$ cat src/rtl/peak_rec_pkg.sv
// Package: shared types for the deferred peak recorder.
// Assumes nothing beyond IEEE 1800-2017 elaboration.
package peak_rec_pkg;

    // Commit arbiter states: idle or holding one offered request.
    typedef enum logic {
        ARB_IDLE  = 1'b0,
        ARB_OFFER = 1'b1
    } arb_state_t;

endpackage

$ cat src/rtl/peak_rail_slot.sv
// Module: per-rail peak tracker with a tick-counted hold-off window.
// Keeps the running peak and the last committed value of one rail, runs the
// window, and latches a pending commit value until the arbiter acknowledges it.
// Assumes commit_ack is asserted only while pend_o is high.
module peak_rail_slot #(
    parameter int VAL_W     = 16,
    parameter int WIN_TICKS = 30
) (
    input  logic             clk,
    input  logic             rst_n,
    input  logic             smp_hit,
    input  logic [VAL_W-1:0] smp_val,
    input  logic             tick,
    input  logic             pwr_dn,
    input  logic             log_en,
    input  logic             brown_en,
    input  logic             commit_ack,
    output logic [VAL_W-1:0] peak_o,
    output logic             pend_o,
    output logic [VAL_W-1:0] pend_val_o,
    output logic             win_o
);
    localparam int CNT_W = $clog2(WIN_TICKS + 1);
    localparam logic [CNT_W-1:0] LAST_TICK = CNT_W'(WIN_TICKS - 1);

    logic [VAL_W-1:0] peak_q;
    logic [VAL_W-1:0] cmtd_q;
    logic [VAL_W-1:0] pval_q;
    logic             pend_q;
    logic             win_q;
    logic [CNT_W-1:0] cnt_q;
    logic             above;
    logic             arm_ok;
    logic             close_now;
    logic             flush_now;

    // Decode window and flush conditions from current state.
    always_comb begin
        above     = peak_q > cmtd_q;
        arm_ok    = log_en && !brown_en;
        close_now = arm_ok && win_q && tick && (cnt_q == LAST_TICK);
        flush_now = log_en && brown_en && pwr_dn && above && !pend_q;
    end

    // Running peak: raised by any larger sample.
    always_ff @(posedge clk) begin
        if (!rst_n) begin
            peak_q <= '0;
        end else if (smp_hit && (smp_val > peak_q)) begin
            peak_q <= smp_val;
        end
    end

    // Committed value: follows the pending value on acknowledge only.
    always_ff @(posedge clk) begin
        if (!rst_n) begin
            cmtd_q <= '0;
        end else if (commit_ack) begin
            cmtd_q <= pval_q;
        end
    end

    // Hold-off window: opens when the peak leads the committed value.
    always_ff @(posedge clk) begin
        if (!rst_n) begin
            win_q <= 1'b0;
            cnt_q <= '0;
        end else if (!arm_ok) begin
            win_q <= 1'b0;
            cnt_q <= '0;
        end else if (win_q) begin
            if (tick) begin
                if (cnt_q == LAST_TICK) begin
                    win_q <= 1'b0;
                    cnt_q <= '0;
                end else begin
                    cnt_q <= cnt_q + 1'b1;
                end
            end
        end else if (above && !pend_q) begin
            win_q <= 1'b1;
            cnt_q <= '0;
        end
    end

    // Pending request: set at window close or power-down flush, cleared on ack.
    always_ff @(posedge clk) begin
        if (!rst_n) begin
            pend_q <= 1'b0;
            pval_q <= '0;
        end else if (commit_ack) begin
            pend_q <= 1'b0;
        end else if (close_now || flush_now) begin
            pend_q <= 1'b1;
            pval_q <= peak_q;
        end
    end

    assign peak_o     = peak_q;
    assign pend_o     = pend_q;
    assign pend_val_o = pval_q;
    assign win_o      = win_q;
endmodule

$ cat src/rtl/peak_commit_arb.sv
// Module: ascending-index commit arbiter with a held offer.
// Picks the lowest pending rail, holds it on the port until accepted, then
// returns to idle for one cycle before the next pick.
// Assumes pending values are stable while their pending flag is set.
module peak_commit_arb #(
    parameter int N     = 8,
    parameter int VAL_W = 16,
    parameter int IDX_W = 3
) (
    input  logic               clk,
    input  logic               rst_n,
    input  logic [N-1:0]       pend_vec,
    input  logic [N*VAL_W-1:0] pend_vals,
    input  logic               ready,
    output logic               valid,
    output logic [IDX_W-1:0]   rail,
    output logic [VAL_W-1:0]   value,
    output logic [N-1:0]       ack_vec
);
    import peak_rec_pkg::*;

    arb_state_t       st_q;
    logic [IDX_W-1:0] sel_q;
    logic [IDX_W-1:0] first_idx;
    logic             any_pend;

    // Lowest-index pending rail.
    always_comb begin
        first_idx = '0;
        any_pend  = |pend_vec;
        for (int i = N - 1; i >= 0; i--) begin
            if (pend_vec[i]) first_idx = IDX_W'(i);
        end
    end

    // Offer state: latch a rail when idle, release it on handshake.
    always_ff @(posedge clk) begin
        if (!rst_n) begin
            st_q  <= ARB_IDLE;
            sel_q <= '0;
        end else if (st_q == ARB_IDLE) begin
            if (any_pend) begin
                st_q  <= ARB_OFFER;
                sel_q <= first_idx;
            end
        end else if (ready) begin
            st_q <= ARB_IDLE;
        end
    end

    // Port drive and one-hot acknowledge back to the selected rail.
    always_comb begin
        valid   = (st_q == ARB_OFFER);
        rail    = sel_q;
        value   = pend_vals[sel_q*VAL_W +: VAL_W];
        ack_vec = '0;
        if (valid && ready) ack_vec[sel_q] = 1'b1;
    end
endmodule

$ cat src/rtl/rail_peak_recorder.sv
// Module: top of the deferred peak recorder.
// One peak_rail_slot per rail plus one commit arbiter.
// Assumes sec_tick and pwr_down are single-cycle pulses.
module rail_peak_recorder #(
    parameter int NUM_RAILS = 8,
    parameter int VAL_W     = 16,
    parameter int WIN_TICKS = 30,
    localparam int IDX_W    = (NUM_RAILS > 1) ? $clog2(NUM_RAILS) : 1
) (
    input  logic                       clk,
    input  logic                       rst_n,
    input  logic                       smp_valid,
    input  logic [IDX_W-1:0]           smp_rail,
    input  logic [VAL_W-1:0]           smp_value,
    input  logic                       sec_tick,
    input  logic                       pwr_down,
    input  logic                       log_enable,
    input  logic                       brownout_mode,
    output logic                       cmt_valid,
    input  logic                       cmt_ready,
    output logic [IDX_W-1:0]           cmt_rail,
    output logic [VAL_W-1:0]           cmt_value,
    output logic [NUM_RAILS*VAL_W-1:0] peak_values
);
    logic [NUM_RAILS-1:0]       pend_vec;
    logic [NUM_RAILS-1:0]       ack_vec;
    logic [NUM_RAILS-1:0]       win_vec;
    logic [NUM_RAILS*VAL_W-1:0] pend_vals;

    // One tracker per rail.
    for (genvar g = 0; g < NUM_RAILS; g++) begin : g_rail
        logic hit;
        assign hit = smp_valid && (smp_rail == IDX_W'(g));
        peak_rail_slot #(
            .VAL_W     (VAL_W),
            .WIN_TICKS (WIN_TICKS)
        ) u_slot (
            .clk        (clk),
            .rst_n      (rst_n),
            .smp_hit    (hit),
            .smp_val    (smp_value),
            .tick       (sec_tick),
            .pwr_dn     (pwr_down),
            .log_en     (log_enable),
            .brown_en   (brownout_mode),
            .commit_ack (ack_vec[g]),
            .peak_o     (peak_values[g*VAL_W +: VAL_W]),
            .pend_o     (pend_vec[g]),
            .pend_val_o (pend_vals[g*VAL_W +: VAL_W]),
            .win_o      (win_vec[g])
        );
    end

    peak_commit_arb #(
        .N     (NUM_RAILS),
        .VAL_W (VAL_W),
        .IDX_W (IDX_W)
    ) u_arb (
        .clk       (clk),
        .rst_n     (rst_n),
        .pend_vec  (pend_vec),
        .pend_vals (pend_vals),
        .ready     (cmt_ready),
        .valid     (cmt_valid),
        .rail      (cmt_rail),
        .value     (cmt_value),
        .ack_vec   (ack_vec)
    );
endmodule

$ cat config.mk
export PLATFORM = sky130hd
export DESIGN_NAME = rail_peak_recorder
export DESIGN_NICKNAME = d
export VERILOG_FILES = /design/src/rtl/peak_rec_pkg.sv /design/src/rtl/peak_rail_slot.sv /design/src/rtl/peak_commit_arb.sv /design/src/rtl/rail_peak_recorder.sv
export SDC_FILE = /design/constraint.sdc
export NUM_CORES = 1
export LEC_CHECK = 0
export ABC_CLOCK_PERIOD_IN_PS = 2900
export BUFFER_PORTS_ARGS = -buffer_cell sky130_fd_sc_hd__buf_4
export CAP_MARGIN = 5
export CORE_UTILIZATION = 62
export DETAILED_ROUTE_END_ITERATION = 10
export PLACE_DENSITY_LB_ADDON = 0.15
export SYNTH_ARGS = -nofsm -noshare
export SYNTH_HDL_FRONTEND = slang
export SYNTH_HIERARCHICAL = 1
export SYNTH_SLANG_ARGS = --single-unit
$ cat constraint.sdc
create_clock -name clk -period 2.9 [get_ports clk]
set_input_delay 0.29 -clock clk [delete_from_list [all_inputs] [get_ports clk]]
set_output_delay 0.29 -clock clk [all_outputs]
set_load 0.01 [all_outputs]
### After elaboration in Yosys (flattened, before gate mapping)

Index checks and enable logic that the tools add are counted.

| operators by class | value |
|---|---|
| $add $sub $neg | 8 |
| $lt $le $gt $ge | 18 |
| equality and inequality tests | 23 |
| shift operators | 1 |
| muxes and demuxes | 78 |
| bitwise gates (word level) | 10 |
| reductions and logical operators | 122 |

Operator list:

| operator | number |
|---|---|
| $gt A16 B16 Y1 | 16 |
| $mux W5 | 32 |
| $shiftx A128 B8 Y16 | 1 |
| $logic_and A1 B1 Y1 | 69 |
| $add A5 B1 Y5 const B | 8 |
| $eq A5 B5 Y1 const B | 8 |
| $mux W1 | 36 |
| $reduce_and A2 Y1 | 18 |
| $mux W3 | 8 |
| $ne A2 B2 Y1 const B | 8 |
| $reduce_bool A2 Y1 | 8 |
| $reduce_or A2 Y1 | 8 |
| $eq A3 B3 Y1 const B | 4 |
| $not A1 Y1 | 10 |
| $logic_not A1 Y1 | 9 |
| $logic_or A1 B1 Y1 | 8 |
| $mux W8 | 1 |
| $reduce_or A8 Y1 | 1 |
| $eq A3 B2 Y1 const B | 2 |
| $lt A3 B4 Y1 const B | 1 |
| $demux W1 S3 | 1 |
| $eq A3 B1 Y1 const B | 1 |
| $ge A3 B1 Y1 const B | 1 |
| $logic_not A3 Y1 | 1 |

| storage, ports and cells | value |
|---|---|
| flip-flop bits (word level) | 444 |
| bits of input ports | 27 |
| output and inout bits | 148 |
| word-level logic and storage cells | 310 |

### Longest topological paths before layout

Gate-level depths: netlist (run 1).

| logic depth | value |
|---|---|
| word-level depth | 8 |
| depth in mapped cells | 11 |

### Cells and area by module

The synthesis (run 1) kept the hierarchy.

By module, submodules not included:

| module | times used | cells an instance | area each (sq um) | sequential area each (sq um) |
|---|---|---|---|---|
| peak_rail_slot (g_rail[0].u_slot ...) | 7 | 328 | 2985.4 | 1101.1 |
| peak_rail_slot (g_rail[3].u_slot) | 1 | 327 | 2976.6 | 1101.1 |
| peak_commit_arb | 1 | 146 | 1307.5 | 80.1 |
| rail_peak_recorder | 1 | 8 | 96.3 | 0.0 |

### Worst setup path after synthesis (run 1)

OpenSTA, ideal clock, no wires.

| timing | value |
|---|---|
| path type | reg-to-reg |
| start point | register u_arb.st_q, in the netlist u_arb/valid |
| end point | register g_rail[0].u_slot.cmtd_q[10] |
| library setup time | 0.116 ns |
| arrival | 2.298 ns |
| required time | 2.784 ns |
| slack | 0.485 ns |
| stages on the path, launching flop included | 9 |
| clock period less this slack | 2.415 ns |
| cell sequence | dfxtp_1 -> clkbuf_1 -> nand2_1 -> or2_2 -> nor3_1 -> clkbuf_1 -> clkbuf_1 -> mux2i_1 -> nor2b_1 |

| on the way | value |
|---|---|
| word-level cells in the longest chain between the ends | 2 |

RTL lines:

| what | RTL line | text |
|---|---|---|
| start: declaration | peak_commit_arb.sv:22 | `arb_state_t st_q;` |
| start signal: assignment | peak_commit_arb.sv:39 | `st_q <= ARB_IDLE;` |
| start signal: assignment | peak_commit_arb.sv:43 | `st_q <= ARB_OFFER;` |
| start signal: assignment | peak_commit_arb.sv:47 | `st_q <= ARB_IDLE;` |
| $logic_and A1 B1 Y1 | peak_commit_arb.sv:57 | `if (valid && ready) ack_vec[sel_q] = 1'b1;` |
| $mux W8 | peak_commit_arb.sv:57 |  |
| named net ack_vec[0] | rail_peak_recorder.sv:26 | `logic [NUM_RAILS-1:0] ack_vec;` |
| end signal: assignment | peak_rail_slot.sv:59 | `cmtd_q <= pval_q;` |
| end: declaration | peak_rail_slot.sv:27 | `logic [VAL_W-1:0] cmtd_q;` |

The timed path passes the listed nets, and every way through them passes these cells.
A chain may end at the register's enable or synchronous reset.

### Worst setup path after layout (run 1)

| timing | value |
|---|---|
| start point | register u_arb.sel_q[2], in the netlist u_arb/rail[2] |
| end point | output cmt_value[11] |

| on the way | value |
|---|---|
| word-level cells in the longest chain between the ends | 1 |

RTL lines:

| what | RTL line | text |
|---|---|---|
| start: declaration | peak_commit_arb.sv:23 | `logic [IDX_W-1:0] sel_q;` |
| start signal: assignment | peak_commit_arb.sv:44 | `sel_q <= first_idx;` |
| $shiftx A128 B8 Y16 | peak_commit_arb.sv:55 | `value = pend_vals[sel_q*VAL_W +: VAL_W];` |
| end: declaration | rail_peak_recorder.sv:22 | `output logic [VAL_W-1:0] cmt_value,` |

Every way passes these cells.

==> results of run 1 <==
through the flow:
step / util / worst slack (ps) / std cells
after floorplan: - / 485 / 2777
after global placement: 0.685 / 330 / 3443
after detailed placement: 0.685 / 262 / 3443
after CTS: 0.725 / 44.3 / 3527
after global routing: 0.725 / 11.5 / 3527
final: 0.725 / 44.8 / 3529
routing by layer:
layer	share of wire	track usage	routed length, um
met5	0	0	0
met4	0.042	0.167	3330
met3	0.082	0.0695	6610
met2	0.46	0.616	36600
met1	0.42	0.495	33500
state kept, by name, summed over array words and instances, names as in the netlist:
name and flops:
u_arb/rail 3, g_rail.u_slot/peak_o 128, g_rail.u_slot/cmtd_q 128, g_rail.u_slot/win_o 8, g_rail.u_slot/cnt_q 40, g_rail.u_slot/pend_o 8, g_rail.u_slot/pend_val_o 128, u_arb/valid 1
kinds of logic (layout without fill, tap and decap cells):
kind of cell,Yosys count,after routing,synth area share
and+or+nand+nor,867,867,0.169
AOI/OAI and AO/OA,369,369,0.105
adders and majority gates,272,272,0.135
other,0,2,0
DFF,444,444,0.352
muxes,408,408,0.168
buffers and inverters,417,642,0.0716
repair_timing:
action	in CTS	in global routing
setup endpoints to repair	0	12
gates resized for setup	0	2
hold buffers	0	0
cells in the mapped netlist (7+ instances only):
cell type and instances:
nand2b_1 23, buf_6 15, nand2_1 415, nand3b_1 9
a21o_1 18, o22ai_1 8, nor3_1 42, nor2b_1 145
buf_2 13, nor2_1 95, and2_0 8, a311oi_1 7
a31oi_1 39, ha_1 272, nor4bb_1 7, a2111o_1 7
a221oi_1 42, buf_1 9, and4_1 8, a211oi_1 15
o211ai_1 23, nand4_2 7, nand3_1 30, o41ai_1 7
a41oi_1 7, nor2_4 8, buf_8 8, mux2_2 9
a21oi_1 94, o221a_1 8, dfxtp_1 444, a31oi_2 7
o21ai_0 21, clkbuf_1 78, mux2i_1 387, mux4_2 9
inv_1 291, a41oi_2 7, o31ai_1 9, a221o_1 10
o21ai_1 22, nand4_1 49
report_power, final:
group / total, uW / leakage [uW] / switching (uW) / internal [uW]
Clock: 6270 / 0.000790 / 2570 / 3700
Combinational: 1590 / 0.00641 / 992 / 602
Sequential: 6230 / 0.00358 / 77.3 / 6150
Total: 14100 / 0.0108 / 3640 / 10500
cell type report:
class,instances,area (um2)
clock buffer,67,1390
fill,3032,11000
tap,525,657
clock inverter,17,199
sequential,444,8890
antenna,2,5.00
multi-input combinational,1916,14600
inverter,291,1090
timing repair buffer,267,2180
worst paths after layout:
kind | start | endpoint | slack, ps | depth (start not counted)
worst max register to register | g_rail[2].u_slot/cnt_q[0] | g_rail[2].u_slot/pend_val_o[10] | 180 | 7
worst min register to register | g_rail[0].u_slot/pend_val_o[1] | g_rail[0].u_slot/pend_val_o[1] | 480 | 2
worst max-delay path | u_arb/rail[2] | cmt_value[11] | 40 | 5
worst min-delay path | cmt_ready | u_arb/valid | 50 | 3
placed cells by master (no fill, tap or decap), drive strengths merged, types with 4 or more instances in the layout:
master  instances
clkbuf         67
nor2          105
a211oi         15
mux2            9
o22ai           8
nor2b         145
nand4          56
mux2i         387
dfxtp         444
o211ai         23
o21ai          43
mux4           12
buf           267
and2           10
o41ai           7
a31oi          47
o31ai           9
a41oi          14
ha            272
a21o           18
nand2         415
a2111o          7
nor4bb          7
nor3           42
a21oi          94
clkinv         10
a221o          10
a221oi         42
o221a           9
nand3b          9
a311oi          7
inv           293
nand3          30
nand2b         23
a22oi           4
bufinv          4
and4            9
tightest hold or removal path, stage by stage:
cell     delay (ps)
buf_4           110
nand2_1          60
o211a_1         120
==> results.md, run 1 <==
* Crit start category: register
* Final instance area at 29000 um2
* Largest cells by area after synthesis: dfxtp_1 35%, mux2i_1 15%, ha_1 13%
* Pleak at 0.0108 uW
* Fraction of layout cells with a size suffix above 1 at 0.138
* Via count at 21700
* Worst-margin pin slew at 1230 ps
* Overall power at 14100 uW
* Clock transition at the registers of the reported paths at 60 ps
* Initial antenna violation count at 2
* Max-cap viol count at 0
* VDD IR max at 0.383 mV
* Starting density of the core at 0.632
* HP Class: input port to register
* CTS sink cnt at 444
* Status: complete, no violations
* Crit Path Max Fanout at 10
* Root Driver: clkbuf_16
* Remaining global-route overflow at 0
* Core box area at 40000 um2
* Later-pin clock latency in the skew report at 590 ps
* All-Layer GR Usage at 0.381
* Die X-Extent at 204 um
* Bufs and invs on worst path at 2
* Synth area leader: dfxtp_1
* Commonest register cell after synthesis: dfxtp_1
* Setup violators final at 0
* Top-level port count at 175
* Post-DP HPWL at 58000 um
* Via-to-Cell Ratio at 6.14
* Wire per inst at 22.7 um
* Pwr Density at 486 nW/um2
* CTS max path bufs at 3
* Die Y at 204 um
* Net Count, Synth at 3076
* 1st-iter DRT viols at 2088
* Relative slew slack at 0.166
* RSZ-0062 raised after global routing: false
* Pre-Repair DR Iteration Count at 6
* Top Family by Delay on Critical Path: compound AO/OA/AOI/OAI gates
* Gate Count Post-Synth at 2777
* Distinct cells, synth at 73
* Vias in the first global route at 20700
* WS Path Type: register to output pin
* Min Hold Slack at 47.2 ps
* Crit-path cells: buf_4 -> nor2_1 -> a22oi_1 -> o2bb2ai_1 -> buf_4
* Top cell by count, worst path: buf_4
* Arrival @ worst endpoint at 2570 ps
* Htree depth at 2
* Slew Limit Fails at 0
* Placer Congestion at 0.967
* Port buffer count at 174
* Post-synthesis register bit count at 444
* Post-synthesis instance area at 25300 um2
* Avg Synthesized Cell Area at 9.10 um2
* Ys async rst share at 0
* WP data required at 2610 ps
* Achievable Freq at 350 MHz
* Setup bufs post-CTS at 0
* # DRC at 0
* DP Area at 27400 um2
* Slowest cell on the critical path: nor2_1
* Final ANT Viol Nets at 0
* Period Utilization, post-route at 0.985
* Layout area overhead at 14.8%
* Final Hold Viols at 0
* CP peak stage delay at 520 ps
* First-pass GRT wire length at 120000 um
* Area of the die at 41600 um2
* Worst Skew at 19.4 ps
* Minimum clock period at 2860 ps
* CTS tree: built
* Share of the synthesized area in the top cell type at 0.352
* Yosys Warn Count at 6
* CTS Buf Count at 48
* Sequential-to-total area share from yosys stat at 0.352
* Worst Setup End Kind: output pin
* Placement row count at 73
* Setup_tns at 0 ps
* Post-Route WL at 80100 um
* Number of synthesized flops with an enable pin at 0
* Fin nets at 3267
* Largest net degree at the start of global routing at 96
Note: power is estimated with default switching activity, not from simulation.
==> run 2, diff against run 1 <==
- ABC_CLOCK_PERIOD_IN_PS: 2900 -> 3050
- clock period: 2.9 -> 3.05 ns (I/O delays scaled with it)
==> results.md, run 2 (synthesis results as in run 1) <==
* Bufs and invs on worst path at 3 (+1)
* Fraction of layout cells with a size suffix above 1 at 0.134 (-0.00424)
* VDD IR max at 0.526 mV (+37%)
* WP data required at 2740 ps (+130 ps)
* 1st-iter DRT viols at 2017 (-3.4%)
* Pleak at 0.0107 uW (-0.79%)
* CTS max path bufs at 3 (unchanged)
* Most common cell after layout, fill and taps aside: dfxtp_1
* Clock transition at the registers of the reported paths at 60 ps (about the same)
* Worst Skew at 24.0 ps (+4.62 ps)
* Initial antenna violation count at 3 (+1)
* Root Driver: clkbuf_16
* Hold-fix buffers, CTS at 0 (unchanged)
* CP peak stage delay at 600 ps (+80 ps)
* Worst Setup End Kind: output pin
* # DRC at 0 (unchanged)
* Post-DP HPWL at 58800 um (+1.3%)
* Die Y at 204 um (unchanged)
* Ant. Diodes at 0 (-2)
* Placer Congestion at 0.992 (+2.6%)
* Via-to-Cell Ratio at 6.17 (+0.43%)
* Register Area at 8890 um2 (unchanged)
* Layout area overhead at 14.4%
* Wire per inst at 22.9 um (+0.71%)
* Minimum clock period at 3010 ps
* Final ANT Viol Nets at 0 (unchanged)
* Area of the die at 41600 um2 (unchanged)
* Post-Route WL at 80200 um (+0.16%)
* Area of the multi-input gates at 14600 um2 (about the same)
* Achievable Freq at 332 MHz
* Pre-CTS setup slack at 232 ps (-30.1 ps)
* Largest net degree at the start of global routing at 82 (-15%)
* Max-cap viol count at 0 (unchanged)
* Crit Path Max Fanout at 29 (+19)
* Placement row count at 73 (unchanged)
* Arrival @ worst endpoint at 2710 ps (+140 ps)
* Via count at 21700 (-0.11%)
* Final Hold Viols at 0 (unchanged)
* Commonest cells after routing, fill and taps aside: 443 x dfxtp_1, 415 x nand2_1, 387 x mux2i_1, 291 x inv_1, 272 x ha_1
* Setup slack, reg-to-reg at 280 ps (+100 ps)
* Overall power at 13400 uW (-4.9%)
* Relative slew slack at 0.183 (+0.0167)
* Core box area at 40000 um2 (unchanged)
* Remaining global-route overflow at 0 (unchanged)
* Crit start category: register
* Port buffer count at 174 (unchanged)
* CTS sink cnt at 444 (unchanged)
* Vias in the first global route at 20900 (+1.0%)
* Die X-Extent at 204 um (unchanged)
* Htree depth at 2 (unchanged)
* Slew Limit Fails at 0 (unchanged)
* Final core utilization at 0.723 (-0.00275)
* Worst-margin pin slew at 1210 ps (-24.8 ps)
* HP Class: input port to register
* Setup_tns at 0 ps (unchanged)
* Later-pin clock latency in the skew report at 590 ps (about the same)
* All-Layer GR Usage at 0.381 (about the same)
* CTS Buf Count at 47 (-2.1%)
* Slowest cell on the critical path: a221oi_1
* Pre-Repair DR Iteration Count at 6 (unchanged)
* Top-level port count at 175 (unchanged)
* First-pass GRT wire length at 120000 um (+0.30%)
* RSZ-0062 raised after global routing: false
* Worst Slack Setup Final at 39.9 ps (-4.91 ps)
* Crit-path cells: buf_12 -> inv_1 -> a221oi_1 -> o22ai_1 -> buf_4
* Period Utilization, post-route at 0.987
* Fin nets at 3250 (-0.52%)
* WS Path Type: register to output pin
* Setup violators final at 0 (unchanged)
* CTS tree: built
* Starting density of the core at 0.632 (unchanged)
* Status: complete, no violations
* Min Hold Slack at 102 ps (+54.6 ps)
* Filler Cell Count at 3048 (+0.53%)
* Pwr Density at 463 nW/um2 (-4.6%)
* Top Family by Delay on Critical Path: compound AO/OA/AOI/OAI gates
==> run 2: cell types whose count changed in the layout (fill, tap and decap cells not counted), sizes merged, moves of 2 or more <==
cell    delta
buf       -16
clkbuf     +5
clkinv     -4
diode      -2
inv        -2
==> run 2: final timing paths <==
path / start / end / cells after the start
max: u_arb/rail[1] / cmt_value[14] / 5
min: cmt_ready / u_arb/valid / 3
max reg2reg: g_rail[5].u_slot/peak_o[11] / g_rail[5].u_slot/peak_o[0] / 8
min reg2reg: g_rail[2].u_slot/pend_val_o[4] / g_rail[2].u_slot/pend_val_o[4] / 2
==> run 2: report_power, final <==
part	switching [uW]	leakage, uW	total (uW)	internal, uW
registers	73.6	0.00358	5920	5850
clock network	2410	0.000794	5980	3560
logic	937	0.00632	1500	567
==> run 2: metal layers <==
layer,global-route usage,share of wire,wire length (um),vias to the layer above
li1,-,-,-,10100
met1,0.488,0.42,33400,10500
met2,0.622,0.46,36700,882
met3,0.0671,0.080,6450,194
met4,0.178,0.046,3680,4
met5,0,0.00031,25,-
==> run 2: per-stage QoR <==
step	std cells	instance area, um2
global placement	3426	27300
CTS	3509	28900
detailed placement	3426	27300
global route	3510	28900
finish	3510	28900
floorplan	2777	25300
==> run 2: cell type report <==
class                      instances  area share
inverter                         291      0.0378
timing repair buffer             251      0.0710
tap                              525      0.0227
sequential                       444       0.308
clock inverter                    11     0.00480
multi-input combinational       1916       0.505
clock buffer                      72      0.0509
==> run 2: repair_timing <==
item	in CTS	in global routing
setup buffers	0	0
gates resized for setup	1	1
pin swaps	0	0
endpoints found under the hold margin	0	0
setup endpoints to repair	6	6
==> run 2: worst register-to-register path: stages, from the launching register on <==
cell and delay, ps:
dfxtp_1 450, inv_1 80, ha_1 300, nand2_1 80, nor3_1 260, nand4_1 170, o21ai_1 200, o221a_1 890
mux2i_1 290
==> run 3, diff against run 2 <==
- PLACE_DENSITY: not set -> 0.85
- PLACE_DENSITY_LB_ADDON: 0.15 -> not set
==> results.md, run 3 (synthesis results as in run 1) <==
* HP Class: input port to register
* Starting density of the core at 0.632 (unchanged)
* DP Area at 27200 um2 (-0.25%)
* Arrival @ worst endpoint at 2650 ps (-60 ps)
* Final core utilization at 0.719 (-0.00338)
* Worst setup endpoint: cmt_value[2]
* Clock transition at the registers of the reported paths at 60 ps (about the same)
* Die Y at 204 um (unchanged)
* Setup slack, reg-to-reg at 170 ps (-110 ps)
* Post-Route WL at 79500 um (-0.86%)
* CTS Buf Count at 46 (-2.1%)
* WL met3 at 7620 um (+18%)
* Htree depth at 2 (unchanged)
* Crit path launch: u_arb/rail[0]
* Pleak at 0.0106 uW (-0.56%)
* Worst Skew at 18.5 ps (-5.50 ps)
* Placement row count at 73 (unchanged)
* Fraction of layout cells with a size suffix above 1 at 0.131 (-0.00246)
* First-pass GRT wire length at 120000 um (-0.51%)
* Minimum clock period at 2950 ps (-55.6 ps)
* Worst Setup End Kind: output pin
* Clock share of power at 0.438 (-0.008)
* Via-to-Cell Ratio at 6.27 (+1.5%)
* Sw Ratio at 0.255 (-0.000394)
* CP peak stage delay at 460 ps (-140 ps)
* WS Path Type: register to output pin
* Max-cap viol count at 0 (unchanged)
* Vias in the first global route at 21100 (+1.3%)
* Later-pin clock latency in the skew report at 570 ps (-20 ps)
* RSZ-0062 raised after global routing: false
* Pwr Density at 458 nW/um2 (-1.2%)
* Final ANT Viol Nets at 0 (unchanged)
* Largest net degree at the start of global routing at 108 (+32%)
* Fin nets at 3244 (-0.18%)
* Most common cell after layout, fill and taps aside: dfxtp_1
* CTS tree: built
* Slew Limit Fails at 0 (unchanged)
* Worst-margin pin slew at 1070 ps (-137 ps)
* VDD IR max at 0.389 mV (-26%)
* # DRC at 0 (unchanged)
* Slowest cell on the critical path: dfxtp_1
* Initial antenna violation count at 0 (-3)
* Period Utilization, post-route at 0.969 (-0.0182)
* Status: complete, no violations
* Root Driver: clkbuf_16
* All-Layer GR Usage at 0.376 (-0.00460)
* Setup_tns at 0 ps (unchanged)
* Final Hold Viols at 0 (unchanged)
* 1st-iter DRT viols at 2437 (+21%)
* Power Internal at 9820 uW (-1.6%)
* WP data required at 2740 ps (about the same)
* Crit-path cells: inv_1 -> nor2_2 -> a221oi_1 -> o22ai_1 -> buf_4
* Critical R2R Capture: g_rail[0].u_slot/pend_val_o[7]
* Area of the die at 41600 um2 (unchanged)
* Die X-Extent at 204 um (unchanged)
* CTS max path bufs at 3 (unchanged)
* Filler Cell Count at 2836 (-7.0%)
* Pre-Repair DR Iteration Count at 6 (unchanged)
* Setup violators final at 0 (unchanged)
* Top Layer Used: met4
* Worst r2r src: g_rail[0].u_slot/peak_o[0]
* Achievable Freq at 338 MHz (+1.9%)
* Met2 routed WL at 35400 um (-3.5%)
* Core box area at 40000 um2 (unchanged)
* Metal-1 WL at 31300 um (-6.5%)
* Commonest cells after routing, fill and taps aside: 443 x dfxtp_1, 415 x nand2_1, 387 x mux2i_1, 291 x inv_1, 272 x ha_1
* Post-DP HPWL at 58500 um (-0.39%)
* Remaining global-route overflow at 0 (unchanged)
* CTS sink cnt at 444 (unchanged)
* Port buffer count at 174 (unchanged)
* Wire per inst at 22.7 um (-0.74%)
* Final instance area at 28800 um2 (-0.47%)
* Crit start category: register
* Setup bufs post-CTS at 0 (unchanged)
* Gate power share at 0.113 (about the same)
* Reg2reg path depth at 11 (+3)
* Via count at 22000 (+1.4%)
* NetSw at 3360 uW (-1.8%)
* Placer Congestion at 1.00 (+0.89%)
* Layout area overhead at 13.8%
* Crit Path Max Fanout at 14 (-52%)
* Seq pwr share at 0.449 (+0.007)
* Top-level port count at 175 (unchanged)
* Relative slew slack at 0.285 (+0.102)
==> run 3: changes by cell type in the layout (fill, tap and decap cells not counted), sizes merged <==
cell and delta:
diode +1, buf -5, clkbuf -2, inv +1, clkinv +2, clkinvlp -1
==> run 3: critical path, delay by kind of cell, from the launching register on <==
family / cells / cell delay, ps
AO/OA/AOI/OAI: 2 / 670
AND/OR/NAND/NOR: 1 / 450
buffers and inverters: 2 / 500
flip-flops: 1 / 460
==> run 3: what timing repair did <==
item | 4_1_cts | 5_1_grt
setup endpoints to repair | 0 | 6
gates resized for setup | 0 | 1
hold buffers | 0 | 0
==> run 3: through the flow <==
| step | worst slack, ps | hold WS, ps | power (uW) | cells |
|---|---|---|---|---|
| after global routing | 69.7 | 69.5 | 13600 | 3505 |
| after CTS | 54.1 | 70.7 | 13200 | 3505 |
| after detailed placement | 254 | 463 | 7480 | 3422 |
| after global placement | 308 | 454 | 7420 | 3422 |
| after floorplan | 635 | 420 | 6930 | 2777 |
| final | 95.5 | 87.3 | 13200 | 3506 |
==> run 3: area by class of cell <==
type | instances | area, um2 | area share
Multi-Input combinational cell | 1916 | 14600 | 0.508
Sequential cell | 444 | 8890 | 0.309
Clock buffer | 70 | 1400 | 0.0487
Timing Repair Buffer | 246 | 1980 | 0.0688
Tap cell | 525 | 657 | 0.0228
Inverter | 291 | 1090 | 0.0380
Clock inverter | 13 | 146 | 0.00509
Antenna cell | 1 | 2.50 | 0.0000870
==> run 3: worst min path at each step <==
stage / slack [ps] / startpoint / depth (start not counted) / end
finish: 90 / smp_value[0] / 3 / g_rail[6].u_slot/peak_o[0]
floorplan: 420 / sec_tick / 1 / g_rail[0].u_slot/win_o
detailed placement: 460 / g_rail[0].u_slot/pend_val_o[11] / 2 / g_rail[0].u_slot/pend_val_o[11]
global route: 70 / smp_value[0] / 3 / g_rail[6].u_slot/peak_o[0]
global placement: 450 / g_rail[0].u_slot/pend_val_o[9] / 2 / g_rail[0].u_slot/pend_val_o[9]
CTS: 70 / smp_value[0] / 3 / g_rail[6].u_slot/peak_o[0]
==> run 3: routing by layer <==
layer | up-vias | global-route usage
met3 | 302 | 0.0641
met5 | - | 0
met1 | 10400 | 0.473
met4 | 0 | 0.227
li1 | 10100 | -
met2 | 1153 | 0.603
==> run 3: power groups by stage <==
stage	Clock (uW)	Sequential (uW)	Combinational (uW)
detailed placement	0	6050	1430
global route	6070	5920	1580
global placement	0	6040	1380
floorplan	0	6030	894
finish	5780	5920	1480
CTS	5810	5920	1440
